File: src/rtl/qpair_pkg.sv
package qpair_pkg;
  localparam int SQE_BITS  = 512;  // one 64-byte command
  localparam int CQE_BITS  = 128;  // one 16-byte completion
  localparam int SQE_SHIFT = 6;
  localparam int CQE_SHIFT = 4;
  localparam int DB_W      = 16;   // doorbell value width
  localparam int QID_W     = 16;   // queue identifier width

  typedef enum logic [1:0] {
    FETCH_IDLE,
    FETCH_REQ,
    FETCH_WAIT,
    FETCH_HAND
  } fetchState_e;

  // strobes from the control to the datapath
  typedef struct packed {
    logic sqHeadStep;
    logic cmdCapture;
    logic cplCapture;
    logic cqTailStep;
  } qpStrobe_t;
endpackage

File: src/rtl/qpair_dp.sv
module qpair_dp
  import qpair_pkg::*;
#(
  parameter int QDEPTH = 64,
  parameter int ADDR_W = 32,
  parameter logic [ADDR_W-1:0] SQ_BASE = ADDR_W'('h1000_0000),
  parameter logic [ADDR_W-1:0] CQ_BASE = ADDR_W'('h2000_0000),
  parameter int OWN_QID = 1,
  parameter int CID_W  = 16,
  parameter int STAT_W = 15
) (
  input  logic                clk,
  input  logic                rst,
  input  qpStrobe_t           strobe,
  input  logic                dbWrEn,
  input  logic                dbWrSel,
  input  logic [QID_W-1:0]    dbWrQid,
  input  logic [DB_W-1:0]     dbWrData,
  input  logic [SQE_BITS-1:0] rdRspData,
  input  logic [CID_W-1:0]    doneCid,
  input  logic [STAT_W-1:0]   doneStatus,
  output logic                sqPending,
  output logic                cqFull,
  output logic [ADDR_W-1:0]   rdReqAddr,
  output logic [SQE_BITS-1:0] cmdData,
  output logic [ADDR_W-1:0]   cplAddr,
  output logic [CQE_BITS-1:0] cplData,
  output logic                dbErr
);
  localparam int PTR_W     = (QDEPTH > 1) ? $clog2(QDEPTH) : 1;
  localparam int CID_LSB   = DB_W;
  localparam int PHASE_BIT = CID_LSB + CID_W;
  localparam int STAT_LSB  = PHASE_BIT + 1;
  localparam int USED_BITS = STAT_LSB + STAT_W;
  localparam logic [DB_W:0] DEPTH_LIM = (DB_W+1)'(QDEPTH);
  localparam logic [PTR_W-1:0] LAST_IDX = PTR_W'(QDEPTH - 1);

  function automatic logic [PTR_W-1:0] ptrNext(input logic [PTR_W-1:0] p);
    return (p == LAST_IDX) ? '0 : p + 1'b1;
  endfunction

  logic [PTR_W-1:0] sqHead, sqTail, cqHead, cqTail;
  logic             phase;
  logic             errFlag;
  logic [SQE_BITS-1:0] cmdBuf;
  logic [CID_W-1:0]    cplCid;
  logic [STAT_W-1:0]   cplStat;
  logic [PTR_W-1:0]    cplHead;

  // doorbell decode, one hit line per ring
  logic       dbOwnQid, dbInRange, dbBad;
  logic [1:0] dbHit;
  assign dbOwnQid  = (dbWrQid == QID_W'(OWN_QID));
  assign dbInRange = ({1'b0, dbWrData} < DEPTH_LIM);
  assign dbBad     = dbWrEn && dbOwnQid && !dbInRange;

  for (genvar g = 0; g < 2; g++) begin : gDbDecode
    assign dbHit[g] = dbWrEn && dbOwnQid && dbInRange && (dbWrSel == 1'(g));
  end

  always_ff @(posedge clk) begin
    if (rst) begin
      sqHead  <= '0;
      sqTail  <= '0;
      cqHead  <= '0;
      cqTail  <= '0;
      phase   <= 1'b1;
      errFlag <= 1'b0;
    end else begin
      if (dbHit[0]) sqTail <= dbWrData[PTR_W-1:0];
      if (dbHit[1]) cqHead <= dbWrData[PTR_W-1:0];
      if (dbBad)    errFlag <= 1'b1;
      if (strobe.sqHeadStep) sqHead <= ptrNext(sqHead);
      if (strobe.cqTailStep) begin
        cqTail <= ptrNext(cqTail);
        if (cqTail == LAST_IDX) phase <= ~phase;
      end
    end
  end

  always_ff @(posedge clk) begin
    if (strobe.cmdCapture) cmdBuf <= rdRspData;
    if (strobe.cplCapture) begin
      cplCid  <= doneCid;
      cplStat <= doneStatus;
      cplHead <= sqHead;
    end
  end

  assign sqPending = (sqHead != sqTail);
  assign cqFull    = (ptrNext(cqTail) == cqHead);
  assign rdReqAddr = SQ_BASE + (ADDR_W'(sqHead) << SQE_SHIFT);
  assign cplAddr   = CQ_BASE + (ADDR_W'(cqTail) << CQE_SHIFT);
  assign cmdData   = cmdBuf;
  assign dbErr     = errFlag;

  always_comb begin
    cplData = '0;
    cplData[DB_W-1:0]               = DB_W'(cplHead);
    cplData[PHASE_BIT-1:CID_LSB]    = cplCid;
    cplData[PHASE_BIT]              = phase;
    cplData[USED_BITS-1:STAT_LSB]   = cplStat;
  end
endmodule

File: src/rtl/qpair_ctrl.sv
module qpair_ctrl
  import qpair_pkg::*;
(
  input  logic      clk,
  input  logic      rst,
  input  logic      sqPending,
  input  logic      cqFull,
  input  logic      rdReqReady,
  input  logic      rdRspValid,
  input  logic      cmdReady,
  input  logic      doneValid,
  input  logic      cplReady,
  output logic      rdReqValid,
  output logic      cmdValid,
  output logic      doneReady,
  output logic      cplValid,
  output logic      irq,
  output qpStrobe_t strobe
);
  fetchState_e state, stateNext;
  logic        cplBusy;
  logic        irqReg;

  always_comb begin
    stateNext = state;
    unique case (state)
      FETCH_IDLE: if (sqPending)  stateNext = FETCH_REQ;
      FETCH_REQ:  if (rdReqReady) stateNext = FETCH_WAIT;
      FETCH_WAIT: if (rdRspValid) stateNext = FETCH_HAND;
      FETCH_HAND: if (cmdReady)   stateNext = FETCH_IDLE;
      default:                    stateNext = FETCH_IDLE;
    endcase
  end

  assign rdReqValid = (state == FETCH_REQ);
  assign cmdValid   = (state == FETCH_HAND);
  assign cplValid   = cplBusy;
  assign doneReady  = !cplBusy && !cqFull;

  always_comb begin
    strobe            = '0;
    strobe.sqHeadStep = cmdValid && cmdReady;
    strobe.cmdCapture = (state == FETCH_WAIT) && rdRspValid;
    strobe.cplCapture = doneValid && doneReady;
    strobe.cqTailStep = cplBusy && cplReady;
  end

  always_ff @(posedge clk) begin
    if (rst) begin
      state   <= FETCH_IDLE;
      cplBusy <= 1'b0;
      irqReg  <= 1'b0;
    end else begin
      state  <= stateNext;
      irqReg <= strobe.cqTailStep;
      if (strobe.cplCapture)      cplBusy <= 1'b1;
      else if (strobe.cqTailStep) cplBusy <= 1'b0;
    end
  end

  assign irq = irqReg;
endmodule

File: src/rtl/sq_cq_pair_ctrl.sv
module sq_cq_pair_ctrl
  import qpair_pkg::*;
#(
  parameter int QDEPTH = 64,
  parameter int ADDR_W = 32,
  parameter logic [ADDR_W-1:0] SQ_BASE = ADDR_W'('h1000_0000),
  parameter logic [ADDR_W-1:0] CQ_BASE = ADDR_W'('h2000_0000),
  parameter int OWN_QID = 1,
  parameter int CID_W  = 16,
  parameter int STAT_W = 15
) (
  input  logic                clk,
  input  logic                rst,
  input  logic                dbWrEn,
  input  logic                dbWrSel,
  input  logic [QID_W-1:0]    dbWrQid,
  input  logic [DB_W-1:0]     dbWrData,
  output logic                dbErr,
  output logic                rdReqValid,
  input  logic                rdReqReady,
  output logic [ADDR_W-1:0]   rdReqAddr,
  input  logic                rdRspValid,
  input  logic [SQE_BITS-1:0] rdRspData,
  output logic                cmdValid,
  input  logic                cmdReady,
  output logic [SQE_BITS-1:0] cmdData,
  input  logic                doneValid,
  output logic                doneReady,
  input  logic [CID_W-1:0]    doneCid,
  input  logic [STAT_W-1:0]   doneStatus,
  output logic                cplValid,
  input  logic                cplReady,
  output logic [ADDR_W-1:0]   cplAddr,
  output logic [CQE_BITS-1:0] cplData,
  output logic                irq
);
  qpStrobe_t strobe;
  logic      sqPending;
  logic      cqFull;

  qpair_ctrl u_ctrl (
    .clk        (clk),
    .rst        (rst),
    .sqPending  (sqPending),
    .cqFull     (cqFull),
    .rdReqReady (rdReqReady),
    .rdRspValid (rdRspValid),
    .cmdReady   (cmdReady),
    .doneValid  (doneValid),
    .cplReady   (cplReady),
    .rdReqValid (rdReqValid),
    .cmdValid   (cmdValid),
    .doneReady  (doneReady),
    .cplValid   (cplValid),
    .irq        (irq),
    .strobe     (strobe)
  );

  qpair_dp #(
    .QDEPTH  (QDEPTH),
    .ADDR_W  (ADDR_W),
    .SQ_BASE (SQ_BASE),
    .CQ_BASE (CQ_BASE),
    .OWN_QID (OWN_QID),
    .CID_W   (CID_W),
    .STAT_W  (STAT_W)
  ) u_dp (
    .clk        (clk),
    .rst        (rst),
    .strobe     (strobe),
    .dbWrEn     (dbWrEn),
    .dbWrSel    (dbWrSel),
    .dbWrQid    (dbWrQid),
    .dbWrData   (dbWrData),
    .rdRspData  (rdRspData),
    .doneCid    (doneCid),
    .doneStatus (doneStatus),
    .sqPending  (sqPending),
    .cqFull     (cqFull),
    .rdReqAddr  (rdReqAddr),
    .cmdData    (cmdData),
    .cplAddr    (cplAddr),
    .cplData    (cplData),
    .dbErr      (dbErr)
  );
endmodule

File: config.mk
export PLATFORM = sky130hd
export DESIGN_NAME = sq_cq_pair_ctrl
export DESIGN_NICKNAME = d
export VERILOG_FILES = /design/src/rtl/qpair_pkg.sv /design/src/rtl/qpair_dp.sv /design/src/rtl/qpair_ctrl.sv /design/src/rtl/sq_cq_pair_ctrl.sv
export SDC_FILE = /design/constraint.sdc
export NUM_CORES = 1
export LEC_CHECK = 0
export BUFFER_PORTS_ARGS = -buffer_cell sky130_fd_sc_hd__buf_4
export CORE_AREA = 10 10 501 503
export CTS_CLUSTER_SIZE = 40
export DETAILED_ROUTE_END_ITERATION = 12
export DIE_AREA = 0 0 511 513
export SLEW_MARGIN = 20
export SYNTH_ARGS = -nofsm -noshare
export SYNTH_HDL_FRONTEND = slang
export SYNTH_HIERARCHICAL = 1
export SYNTH_SLANG_ARGS = --single-unit
File: constraint.sdc
create_clock -name clk -period 22.1 [get_ports clk]
set_input_delay 2.21 -clock clk [delete_from_list [all_inputs] [get_ports clk]]
set_output_delay 2.21 -clock clk [all_outputs]
set_load 0.1 [all_outputs]
# After elaboration in Yosys (flattened, before gate mapping)
# Cells that the tools add are included.
# totals
reg_bits	579
elab_cells	58
# classes
n_addsub	4
magnitude_cmp	1
n_eq_ne	12
mux	9
n_bitwise	2
reduce_logical	17
# ops
op	count
30-bit by 10-bit adder with 31-bit output (first input constant)	1
29-bit by 12-bit adder with 30-bit output (first input constant)	1
16-bit by 1-bit equality test with 1-bit output (second input constant)	1
16-bit by 7-bit less-than comparator with 1-bit output (second input constant)	1
6-bit by 1-bit adder with 6-bit output (second input constant)	2
6-bit equality test (second input constant)	2
6-bit two-way mux	2
1-bit logical AND	10
2-bit two-way mux	4
2-bit case mux with 4 select lines	1
6-bit equality test	1
2-bit inequality test (second input constant)	3
6-bit inequality test	1
2-bit equality test (second input constant)	2
4-bit AND reduction	1
1-bit logical NOT	3
2-bit by 1-bit equality test with 1-bit output (second input constant)	1
2-bit logical NOT	1
1-bit two-way mux	2
2-bit by 1-bit inequality test with 1-bit output (second input constant)	1
1-bit NOT	2
2-bit AND reduction	1
2-bit nonzero test	1

# Depth between registers and ports, before layout
# Gate-level depths: netlist of the first run.
# depth
word_depth	7
ltp_mapped	9
depth_no_buf	8

# Cells and area by module
# The synthesis of the first run kept the hierarchy.
# modules_own_cells
module	n_inst	cells_per_inst	area_per_inst_um2
qpair_dp	1	865	19158.4
qpair_ctrl	1	30	291.5

# Worst setup path after synthesis of the first run
# OpenSTA, ideal clock, no wires.
# synth_path
kind	input-to-reg
from	input rdRspValid
to	register u_dp.cmdBuf[0], in the netlist u_dp/cmdData[0], enable pin
setup_time_ns	0.941
arrival_ns	13.620
slack_ns	7.539
cell_stages	1
path_buffers	0
path_cell_list	and2_1
# synth_between
elab_chain_cells	1
# synth_rtl
item	line_no	source
start: declaration	sq_cq_pair_ctrl.sv:22	input logic rdRspValid,
1-bit logical AND	qpair_ctrl.sv:43	strobe.cmdCapture = (state == FETCH_WAIT) && rdRspValid;
end signal: assignment	qpair_dp.sv:82	if (strobe.cmdCapture) cmdBuf <= rdRspData;
end: declaration	qpair_dp.sv:45	logic [SQE_BITS-1:0] cmdBuf;
# No other way between the ends.
# A chain may end at the register's enable or synchronous reset.

# Worst setup path in the final report of the first run
# layout_path
from	register u_dp.cqTail[0]
to	output doneReady
# layout_between
elab_chain_cells	5
word_cells_on_any_way	6
classes_between	1 x add/sub; 2 x eq/ne; 1 x mux; 2 x reduce/logical
# layout_rtl
item	line_no	source
start: declaration	qpair_dp.sv:42	logic [PTR_W-1:0] sqHead, sqTail, cqHead, cqTail;
start signal: assignment	qpair_dp.sv:75	cqTail <= ptrNext(cqTail);
6-bit by 1-bit adder with 6-bit output or 6-bit equality test (tied branches)	qpair_dp.sv:39	return (p == LAST_IDX) ? '0 : p + 1'b1;
6-bit two-way mux (*)	qpair_dp.sv:39	
6-bit equality test (*)	qpair_dp.sv:91	assign cqFull = (ptrNext(cqTail) == cqHead);
net cqFull	sq_cq_pair_ctrl.sv:39	logic cqFull;
1-bit logical NOT (*)	qpair_ctrl.sv:38	assign doneReady = !cplBusy && !cqFull;
1-bit logical AND (*)	qpair_ctrl.sv:38	
end: declaration	sq_cq_pair_ctrl.sv:28	output logic doneReady,
# The timed path passes the listed nets; every way through them passes the cells marked *.

==> summary.md, run 1 <==
Before antenna repair, the detailed router went through 5 iterations. After clock tree synthesis, the clock-pin slew on the worst setup and hold paths is 0.06 ns. The total core area was 240000 sq um; the switching component of the power was 0.726 mW. The logs give 0 for the max-cap check violation count and 14500 for the number of global-route vias before repair. Synthesis instantiated 45 different standard cells from the library. Once the clock tree was built, the resizer swapped 0 gates to a different size. Setup repair after global routing left no endpoint under its margin. Summed over all layers, the global routing overflow is 0. In this run, synthesis inferred 549 flip-flops with an integrated enable. The initial DRC count was 1021. Yosys printed 6 warnings. Number of antenna violations at the first check in global routing: 258. TritonCTS built the clock tree. The element type at the critical path start is a register.

The static leakage was 12.8 nW. Mean instance size in the synthesized netlist: 21.7 sq um. The number of hold buffers added after CTS is 0, and the async set-or-reset flop fraction in the synthesized netlist is 0%.

The floorplan step set the die width to 511 um. The endpoint class of the critical path was an output pin. The top achievable clock speed is 189 MHz.

For this run, the register share of the synthesized area comes to 87.8%. Count of unresolved DRC violations after routing: 0. Port buffering added 1151 buffers. In this run the remaining antenna-violating nets after routing total 0. For this design the ratio of total power to cell area is 79.7 nW/um^2. Area added between synthesis and finish: 75.9%.

Summed over all layers, the routed wires come to 177 mm. The synthesized design contains 579 register bits. By startpoint and endpoint, the worst setup path is classified as reg2out.

The buffer depth of the longest clock path is 3. In the routed layout, each cell is associated on average with a via count of 2.63. The initialized floorplan defines 180 standard-cell rows. In this run the critical register-to-register path is captured at u_dp/cmdData[152].

The number of H-tree levels came out at 3. The final setup violation count was 0; the depth of the worst register-to-register path was 7. The y dimension of the die came out at 513 um. The tools report the I/O pin total as 1294.

The area enclosed by the die boundary came out at 262000 sq um. The number of buffers added for setup after CTS is 0. The largest area contributor in the synthesized netlist was edfxtp_1. Cells with a size suffix above 1 make up 59.8% of the layout. The total internal power is 2.00 mW. The startpoint identified for the worst hold timing path is u_dp/cqHead[1]. Of the available clock period, the critical path in the final layout requires 24.0%. The logs give 0 for the number of pins exceeding their max-slew limit in the final report and 12.8% for the total track usage.

Summed over all nets, the half-perimeter wirelength after detailed placement is 159 mm. The clock insertion delay at the later pin of the skew report is 0.69 ns. Headroom to the max-slew limit came out at 34.0%. Setup total negative slack on the finished layout was measured at 0 ns. TritonCTS buffer count: 77. The flow ran to the end, and the final reports show no timing, DRC or antenna violations. The tools report the maximum number of pins on one net before global-route repair as 121. Sequential cells account for 44.3% of the total power. Of the total power, combinational logic draws 9.0%. The logs give 18.01 ns for the internal reg-to-reg setup slack and 19.89 ns for the endpoint required time on the critical path. For this configuration, the core starts out at a cell density of 8.09%.

The congestion estimate from routability-driven global placement came to 0.872. The first-pass GRT wire length is 208 mm, and the endpoint arrival time on the critical path is 3.09 ns. Of the post-synthesis cell area, the dominant cell type holds 84.8%.

The logs give 46.6% for the portion of total power attributed to the clock network and 579 for the sink count of the clock tree. In the final design database the tool counted 2710 nets. Dividing the detail-routed wire length by the instance count gives 32.6 um. The worst hold path terminates at u_dp/cqHead[1].

In this run the clock root is driven by a clkbuf_16. The launching point of the worst reg2reg path is u_ctrl/state[0]. By area the synthesized netlist is led by edfxtp_1 (85%), buf_4 (5.6%), dfxtp_1 (3.1%). The final hold violation count was 0. The most used flip-flop cell after synthesis is edfxtp_1. The switching power as a share of total power is 26.6%, and the via total after detailed routing is 14300.

The critical-path maximum fanout came out at 9. Tracing the worst setup path back leads to its startpoint at u_dp/cqTail[0]. The time the final worst path needs with I/O delays and setup came out at 5.30 ns.

The kind of path behind the tightest hold check was reg2reg. In the synthesized netlist, the number of instances is 895. On the final layout, the worst clock skew is 0.0281 ns.

The number of stages on the worst hold path came out at 2. The run gives 0.0487 mV as the peak supply drop. The cell area that synthesis handed to floorplanning was 19400 sq um. The slew at the pin closest to its max-slew limit is 0.990 ns, and the total power draw is 2.73 mW.
-- routing by layer --
metal,vias to the layer above,global-route usage (%),part of all wire (%)
met5,-,0,0.72
met1,6712,12.5,33
met3,378,9.93,17
met4,192,2.86,2.0
met2,1260,21.4,47
li1,5715,-,-
-- logic make-up (layout without fill, tap and decap cells) --
| kind of cell | after synthesis | in the layout | share of synthesized area [%] |
|---|---|---|---|
| AOI/OAI and AO/OA | 46 | 46 | 1.88 |
| xor gates and xnor gates | 19 | 19 | 0.856 |
| adders and majority gates | 6 | 6 | 0.386 |
| buffers and inverters | 163 | 1307 | 6.11 |
| DFF | 579 | 579 | 87.8 |
| muxes | 5 | 5 | 0.257 |
| other | 2 | 197 | 0.0386 |
| and+or+nand+nor | 75 | 75 | 2.62 |
-- power groups by stage --
stage               Sequential [mW]  Clock, mW  Combinational (mW)
floorplan                      1.27          0               0.132
global placement               1.23          0               0.244
detailed placement             1.23          0               0.247
CTS                            1.21       1.34               0.248
global route                   1.21       1.37               0.256
finish                         1.21       1.27               0.247
-- how the worst max path moves through the flow --
stage                                    to  slack (ns)
after global routing              doneReady       16.63
final                             doneReady       16.80
after global placement    u_dp/cmdData[152]       16.47
after detailed placement  u_dp/cmdData[155]       16.33
after floorplan             u_dp/cmdData[0]        7.54
after CTS                         doneReady       16.71
-- sequential cells by signal, summed over array words and instances (netlist names) --
signal,cells
u_dp/cplStat,15
u_dp/cqTail,6
u_dp/sqTail,6
u_dp/cplHead,6
u_ctrl/state,2
u_dp/cqHead,6
u_dp/cmdData,512
u_dp/phase,1
u_dp/sqHead,6
u_ctrl/irq,1
u_dp/dbErr,1
u_ctrl/cplValid,1
u_dp/cplCid,16
-- through the flow --
stage / std cells / hold WS (ns) / cell area (sq um) / worst slack (ns) / util (%)
floorplan: 1035 / 0.455 / 20000 / 7.54 / -
global placement: 5226 / 0.462 / 31500 / 16.47 / 13.1
detailed placement: 5226 / 0.478 / 31500 / 16.33 / 13.1
CTS: 5364 / 0.488 / 34100 / 16.71 / 14.2
global route: 5371 / 0.518 / 34100 / 16.63 / 14.2
finish: 5419 / 0.488 / 34200 / 16.80 / 14.2
-- worst max-delay path: stages, from the launching register on --
cell	delay (ns)
dfxtp_1	0.51
ha_1	0.28
and3_1	0.37
a311o_2	0.23
nand4_1	0.10
nor4_1	0.37
buf_4	0.24
nor2_1	0.05
buf_4	0.23
-- Yosys cell counts, drive strengths merged, types with 7 or more instances --
master / number
edfxtp: 549
buf: 153
dfxtp: 30
nand4: 18
a21oi: 17
nor2: 13
xor2: 13
o31ai: 12
inv: 7
-- placed cells by master, fill, tap and decap left out, types with 2 or more instances in the layout --
cell type	Yosys	routed
buf_4	144	1161
edfxtp_1	549	549
conb_1	2	142
clkbuf_16	0	77
diode_2	0	55
dfxtp_1	30	30
nand4_1	18	18
a21oi_1	17	17
nor2_1	13	13
xor2_1	13	13
clkinvlp_4	0	12
clkbuf_1	3	12
clkinv_2	0	8
o31ai_2	8	8
inv_6	0	7
inv_1	7	7
bufinv_16	0	6
clkinv_1	0	6
ha_1	6	6
xnor2_1	6	6
nand3_1	6	6
nand2_1	6	6
clkinv_4	0	5
nor2b_1	5	5
mux2i_1	5	5
nand2b_1	4	4
nor4_4	4	4
o31ai_1	4	4
clkinv_16	0	3
or3_1	3	3
o21ai_0	3	3
nor3_1	3	3
a31oi_1	3	3
o21bai_1	2	2
nor4_1	2	2
and3_1	2	2
and4_4	2	2
-- cell type report --
type	instances	area [sq um]
Fill cell	26800	206000
Sequential cell	579	17100
Timing Repair Buffer	1162	8740
Tap cell	3185	3990
Clock buffer	89	1970
Multi-Input combinational cell	293	1710
Clock inverter	49	564
Antenna cell	55	138
Inverter	7	26.3
Note: power is estimated with default switching activity, not from simulation.
==> run 2, diff against run 1 <==
Settings changed: CORE_AREA 10 10 501 503 to 10 10 490 492, DIE_AREA 0 0 511 513 to 0 0 500 502.
Clock period 22.1 ns to 5.41 ns, I/O delays scaled along.
==> run 2 against run 1 <==
Net effect: non-clock buffer count increased by 518; largest cell class unchanged; final area rose by 15%; utilization rose by 2.9 points.
==> summary.md, run 2 (synthesized netlist as in run 1, its figures left out) <==
Broken down by cell family, the worst path's largest delay share belongs to simple AND/OR/NAND/NOR gates. The run gives 215 mm as the first-pass GRT wire length. The fraction of layout instances using a drive strength above 1 was 48.3%.

Across the VDD grid, the largest voltage drop is 0.232 mV. The total internal power was 8.67 mW; the relative contribution of sequential cells to total power was 41.6%. Based on the critical path, the design can be clocked at up to 258 MHz. The clock edge transition at the registers on the reported setup and hold paths was 0.06 ns; the remaining antenna violation count after routing was 0. The initial DRC count is 1147, and the area added between synthesis and finish is 103%. For the combinational fraction of design power, the log shows 12.3%. The number of buffers added for setup after CTS came out at 0. The count of buffers added on input and output ports is 1151. For this block, the routed nets add up to 180 mm of wire. The total buffers and inverters traversed by the critical path was 1; the sink count of the clock tree was 579. The worst setup path is launched from a register. For the count of unresolved DRC violations after routing, the log shows 0. At the pin with the least slew margin, the transition time is 0.907 ns. The final worst hold slack came out at 0.0838 ns. The clock arrives with 0.0764 ns of skew. For the static leakage, the log shows 15.1 nW. The maximum number of pins on one net before global-route repair was 128.

Summed over all layers, the global routing overflow is 0. Across all layers, the routed design uses 16400 vias. Buffers inserted to repair hold after CTS numbered 520. The y dimension of the die works out to 502 um. The endpoint class of the critical path is an output pin. TritonCTS built the clock tree. Traced cell by cell, the critical path runs through ha_1 -> and3_1 -> a311o_2 -> nand4_1 -> nor4_1 -> nor2_1 -> buf_4. The cell at the slowest stage of the critical path is nor4_1.

The pre-CTS setup slack was 2.26 ns; the I/O pin total was 1294. The core region is 230000 sq um. For the final cell count without fillers, the log shows 5803. Summed over all nets, the half-perimeter wirelength after detailed placement is 160 mm.

For the worst setup path, the data required time is 4.87 ns. For the finished layout, the period the worst path requires is 3.88 ns. The tools report the final setup violation count as 0. Measured against its own limit, the worst slew margin works out to 39.5%. Clock tree synthesis selected as its root buffer the cell clkbuf_16. The run gives 46.1% as the portion of total power attributed to the clock network. Net switching is 27.0% of the power.

The critical path's largest stage delay was 0.77 ns; the area enclosed by the die boundary was 251000 sq um. Final hold violation count: 0. The number of gates resized after CTS came out at 0. The critical path is of the reg2out type.

The clock passes through at most 3 buffers. Endpoint arrival time on the critical path: 3.34 ns. The critical-path maximum fanout is 9.

Setup repair after global routing left no endpoint under its margin. The final setup TNS is 0 ns. After layout, the worst setup slack is 1.53 ns.

In the final design database the tool counted 3229 nets. The floorplan step set the die width to 500 um. Leaving out fill and tap cells, the most frequent cells in the layout are buf_4 (1157), edfxtp_1 (549), dlygate4sd3_1 (520). Summed over all nets, the switching power comes to 3.21 mW. After detailed placement, the design holds a cell count of 5065. For this run, the total global-route usage over all layers was measured as 13.6%. The worst hold path belongs to the class in2reg. The final critical path takes up 71.7% of the cycle.

For the number of antenna violations at the first check in global routing, the log shows 280. The tools report the clock insertion delay at the later pin of the skew report as 0.73 ns. Across the run, the number of max-cap violations was 0. For the first-pass iteration count of the detailed router, the log shows 5.

CTS built an H-tree with a depth of 3. The number of pins exceeding their max-slew limit in the final report is 0, and the wire length per cell is 31.0 um. The row count is 176, and the TritonCTS buffer count is 78.

At the end of routability-driven placement, the weighted congestion stood at 0.876. Leaving out fill and tap cells, the most frequent cell in the layout is buf_4. The run gives 17200 as the number of global-route vias before repair.

The initial utilization of the core area, before any placement, comes to 8.47%. The run finished with clean final reports. The number of vias per cell came out at 2.83.

The register with the most flip-flops in the layout has 512 of them. For this design the ratio of total power to cell area is 301 nW/um^2.
==> run 2: path summary, 6_finish.rpt <==
kind	endpoint	depth (start not counted)	slack [ns]	from
max	doneReady	7	1.53	u_dp/cqTail[0]
min	u_dp/cmdData[286]	1	0.08	rdRspData[286]
max reg2reg	u_ctrl/cplValid	9	2.35	u_dp/cqTail[0]
min reg2reg	u_dp/cqHead[4]	2	0.48	u_dp/cqHead[4]
==> run 2: area by class of cell <==
| type | instances | area (sq um) |
|---|---|---|
| multi-input cells | 293 | 1710 |
| fillers | 25100 | 190000 |
| well taps | 3026 | 3790 |
| clock inverters | 53 | 706 |
| diodes | 75 | 188 |
| repair buffers | 1680 | 14000 |
| clock buffers | 90 | 2000 |
| flip-flops and latches | 579 | 17100 |
| inverters | 7 | 26.3 |
==> run 2: per-stage QoR <==
step | total power [mW] | area (sq um) | util [%]
after floorplan | 5.72 | 20000 | -
after CTS | 12.2 | 39300 | 17.1
after global placement | 6.04 | 31400 | 13.7
final | 11.9 | 39500 | 17.2
after global routing | 12.3 | 39400 | 17.1
after detailed placement | 6.05 | 31400 | 13.7
==> run 2: per-layer routing <==
| metal | global-route usage (%) | share of wire (%) |
|---|---|---|
| met5 | 0 | 0.61 |
| met4 | 2.77 | 2.6 |
| met3 | 8.44 | 13 |
| met2 | 24.8 | 51 |
| met1 | 13.1 | 33 |
==> run 2: power groups by stage <==
stage / Sequential, mW / Combinational, mW / Clock, mW
after global placement: 5.03 / 1.01 / 0
after detailed placement: 5.03 / 1.02 / 0
after global routing: 4.94 / 1.53 / 5.88
final: 4.94 / 1.47 / 5.47
after CTS: 4.94 / 1.49 / 5.75
after floorplan: 5.18 / 0.537 / 0
==> run 2: worst reg2reg max path: stages, from the launching register on <==
cell and delay [ns]:
dfxtp_1 0.51, ha_1 0.30, and3_1 0.36, a311o_2 0.22
nand4_1 0.12, nor4_1 0.77, nor3b_2 0.13, buf_4 0.29
a21oi_1 0.17, nor2_1 0.06
==> run 3, diff against run 2 <==
Settings changed: ABC_AREA from default to 1, CORE_AREA 10 10 490 492 to 10 10 502 504, DIE_AREA 0 0 500 502 to 0 0 512 514.
Clock period 5.41 ns to 3.7 ns, I/O delays scaled along.
==> run 3 against run 2 <==
Net effect: clock power grew 45%; cell count up 5.3%; highest routed layer unchanged; sequential cell count stayed put; critical path depth up 7; largest power group is now registers; die area rose by 4.8%; clock skew is 0.033 ns lower; first-iteration DRC count is 5.2% higher; largest cell class unchanged.
==> summary.md, run 3 <==
The flow ran to the end, and the final reports show no timing, DRC or antenna violations. The critical path's largest stage delay is 0.50 ns. Ranked by total cell area, the synthesized netlist is headed by edfxtp_1 (85%), buf_4 (5.6%), dfxtp_1 (3.1%). The worst setup path is launched from a register. Once placement completed, the tool counted placed cells totaling 5310.

The tools report the final HPWL from detailed placement as 160 mm. The kind of path behind the tightest hold check was in2reg. The clock insertion delay at the later pin of the skew report came out at 0.71 ns. The run gives 1560 sq um as the footprint of the multi-input gates.

The depth of the worst register-to-register path is 14, and the top achievable clock speed is 327 MHz. The mean instance size in the synthesized netlist is 20.1 sq um. Of the available clock period, the critical path in the final layout requires 82.7%. The leading cell type in the layout, fill and taps excluded was buf_4. The kind of cell adding the most delay to the critical path was buffers and inverters. For the cell area after layout, the log shows 39900 sq um.

Along the worst hold path, the cell count comes to 5. By instance count, the cell type seen most on the critical path is nand2_1. The signal on the critical path passes through ha_1 -> nand2_2 -> nor2_4 -> inv_1 -> nand2_1 -> nand2_1 -> nand2_1 -> nand2_1 -> nand3_1 -> nor2_1 -> nor2_4 -> nand2_1 -> inv_2 -> buf_4. Synthesis produced 962 cells. Total buffers and inverters traversed by the critical path: 3. For the worst setup path, the data arrival time is 3.40 ns. The floorplan step defined a die boundary enclosing 263000 sq um. The run gives 7.99% as the starting density of the core. TritonCTS buffer count: 76. In this run the cell area of the synthesized design comes to 19300 sq um.

After floorplanning, the core was sized to cover 242000 sq um. After clock tree synthesis, the clock-pin slew on the worst setup and hold paths is 0.06 ns. The worst hold path terminates at u_dp/sqTail[4]. Fill cells in the final layout number 26600. The y dimension of the die was 514 um. In this run the horizontal extent of the chip is 512 um. The buffer depth of the longest clock path is 3, and the flip-flop count of the largest register after layout is 512.

Of all cell types, the one taking the most synthesized area is edfxtp_1. Endpoint class of the critical path: a register. Across all register-to-register paths, the minimum setup slack is 0.64 ns.

Buffers placed on the I/O ports in this run total 1151. In the final routed layout, each cell accounts on average for 29.6 um. Summing all placed instances gives a cell area of 31500 sq um. Global routing used 13.0% of the available tracks. In this run the count of I/O pins placed on the die edge is 1294. The first-pass iteration count of the detailed router is 5. Setup repair after global routing left no endpoint under its margin. Registers take 17100 sq um. The routed design could run at a clock period as short as 3.06 ns.

Sequential cells were found to cover 88.4% of the synthesized design area. Once detail routing completed, the nets flagged for antenna violations numbered 0. The clock drives 579 sinks. The netlist uses 27 different library cells. For the routed wire length, the log shows 181 mm.

The final route contains 16900 vias. Entering global routing, the biggest net connects 158 pins. Most frequent cell after synthesis: edfxtp_1. The static leakage came out at 15.4 nW.

In this run the number of H-tree levels came out at 3. Setup violations remaining at the end of the flow were counted as 0. Start point of the worst hold path: dbWrData[4].

The relative slew slack is 29.6%. The number of pins exceeding their max-slew limit in the final report is 0, and the peak supply drop is 0.407 mV. Synthesis inferred 579 register bits.

Counting flops with an async set or reset pin after synthesis yields a share of 0%. The clock skew was 0.0436 ns; the power per cell area was 586 nW/um^2. The area share of the largest cell type after synthesis was 85.2%; the final setup TNS was 0 ns. The first global-routing pass estimated 218 mm of wire. The number of enable-type register cells in the synthesized netlist was 549. The cell at the slowest stage of the critical path is inv_2.

At the pin with the least slew margin, the transition time is 1.06 ns. The final layout net count is 3327, and the fraction of layout instances using a drive strength above 1 is 46.5%. The Yosys step of the flow raised 6 warnings. The worst setup path is of the reg2reg kind.

In this run the clock root is driven by a clkbuf_16. The tool flagged a number of max-cap violations equal to 0. The reg-to-reg endpoint is u_dp/cplCid[2]. The endpoint required time on the critical path was 4.04 ns.

The commonest cells after synthesis are edfxtp_1 (549), buf_4 (145), nand2_1 (55). TritonCTS built the clock tree. The logs give 0 for the final hold violation count and 181 for the row count. In the layout the commonest cells are buf_4 (1154), dlygate4sd3_1 (551), edfxtp_1 (549). Global routing finished with a remaining overflow of 0. The most used flip-flop cell after synthesis is edfxtp_1. Routability-driven placement finished with a final weighted congestion of 0.899. The finished layout holds 6109 standard cells, fillers aside. In this run the critical register-to-register path is launched from u_dp/cqTail[0]. After detailed routing, the number of vias per cell comes to 2.77.

The number of antenna violations at the first check in global routing is 283, and the count of unresolved DRC violations after routing is 0. The area added between synthesis and finish was 107%. The initial DRC count was 1207; the number of global-route vias before repair was 17500. The critical-path maximum fanout is 22.
-- run 3: cell count changes in the layout (fill, tap and decap cells not counted), sizes merged, moves of 7 or more --
cell,change
nand2,+54
inv,+26
o31ai,-12
dlygate4sd3,+31
xor2,-8
diode,+36
clkbuf,-7
nor2,+45
-- run 3: area by class of cell --
class / count / share of cell area, %
diodes: 111 / 0.696
clock buffers: 83 / 4.83
repair buffers: 1708 / 35.7
clock inverters: 54 / 1.79
multi-input cells: 339 / 3.89
inverters: 33 / 0.320
flip-flops and latches: 579 / 42.8
well taps: 3202 / 10.0
-- run 3: through the flow --
step | util, % | hold WS, ns | power [mW] | setup WS, ns
4_1_cts | 16.4 | 0.0128 | 23.9 | 0.673
6_report | 16.5 | 0.0835 | 23.4 | 0.642
3_3_place_gp | 13.0 | 0.463 | 15.0 | 0.934
2_1_floorplan | - | 0.442 | 13.4 | -5.01
5_1_grt | 16.4 | 0.0470 | 24.3 | 0.500
3_5_place_dp | 13.0 | 0.476 | 15.1 | 0.686
-- run 3: kinds of logic after synthesis --
logic type                 count (synthesis)  synth area share, %
DFF                                      579                 88.4
buffers and inverters                    184                 6.44
and+or+nand+nor                          149                 3.51
AOI/OAI and AO/OA                         33                0.867
xor gates and xnor gates                   9                0.408
adders and majority gates                  6                0.388
other                                      2               0.0388
-- run 3: worst max-delay path by stage --
stage / from / endpoint / slack (ns) / depth (start not counted)
final: u_dp/cqTail[0] / u_dp/cplCid[2] / 0.64 / 14
after detailed placement: u_dp/cqTail[0] / u_dp/cplCid[11] / 0.69 / 14
after global placement: u_dp/cqTail[0] / u_dp/cplCid[5] / 0.93 / 14
after floorplan: u_ctrl/state[0] / u_dp/cmdData[0] / -5.01 / 4
after CTS: u_dp/cqTail[0] / doneReady / 0.67 / 11
after global routing: u_dp/cqTail[0] / u_dp/cplStat[13] / 0.50 / 14
-- run 3: timing repair --
| item | 4_1_cts | 5_1_grt |
|---|---|---|
| setup buffers | 0 | 0 |
| resized for setup | 0 | 0 |
| hold buffers | 551 | 0 |
| hold endpoints to repair | 554 | 0 |
-- run 3: power by group --
group	switching (mW)	leakage, nW	internal, mW
Combinational	5.83	8.89	1.45
Sequential	0.219	5.25	7.99
Clock	3.31	1.26	4.61
Total	9.36	15.4	14.1
-- run 3: metal layers --
layer	GRT usage (%)	wire (um)	part of all wire, %	vias to the layer above
li1	-	-	-	6994
met1	13.5	64400	36	7886
met2	22.4	87200	48	1389
met3	7.79	23200	13	462
met4	3.00	5010	2.8	198
met5	0	1260	0.70	-
-- run 3: worst reg2reg max path, cell delays in order (launching register included) --
cell and delay (ns):
dfxtp_1 0.43, ha_1 0.22, nand2_2 0.11, nor2_4 0.14
inv_1 0.08, nand2_1 0.10, nand2_1 0.09, nand2_1 0.13
nand2_1 0.09, nand3_1 0.09, nor2_1 0.08, nor2_4 0.10
nand2_1 0.07, inv_2 0.50, buf_4 0.49
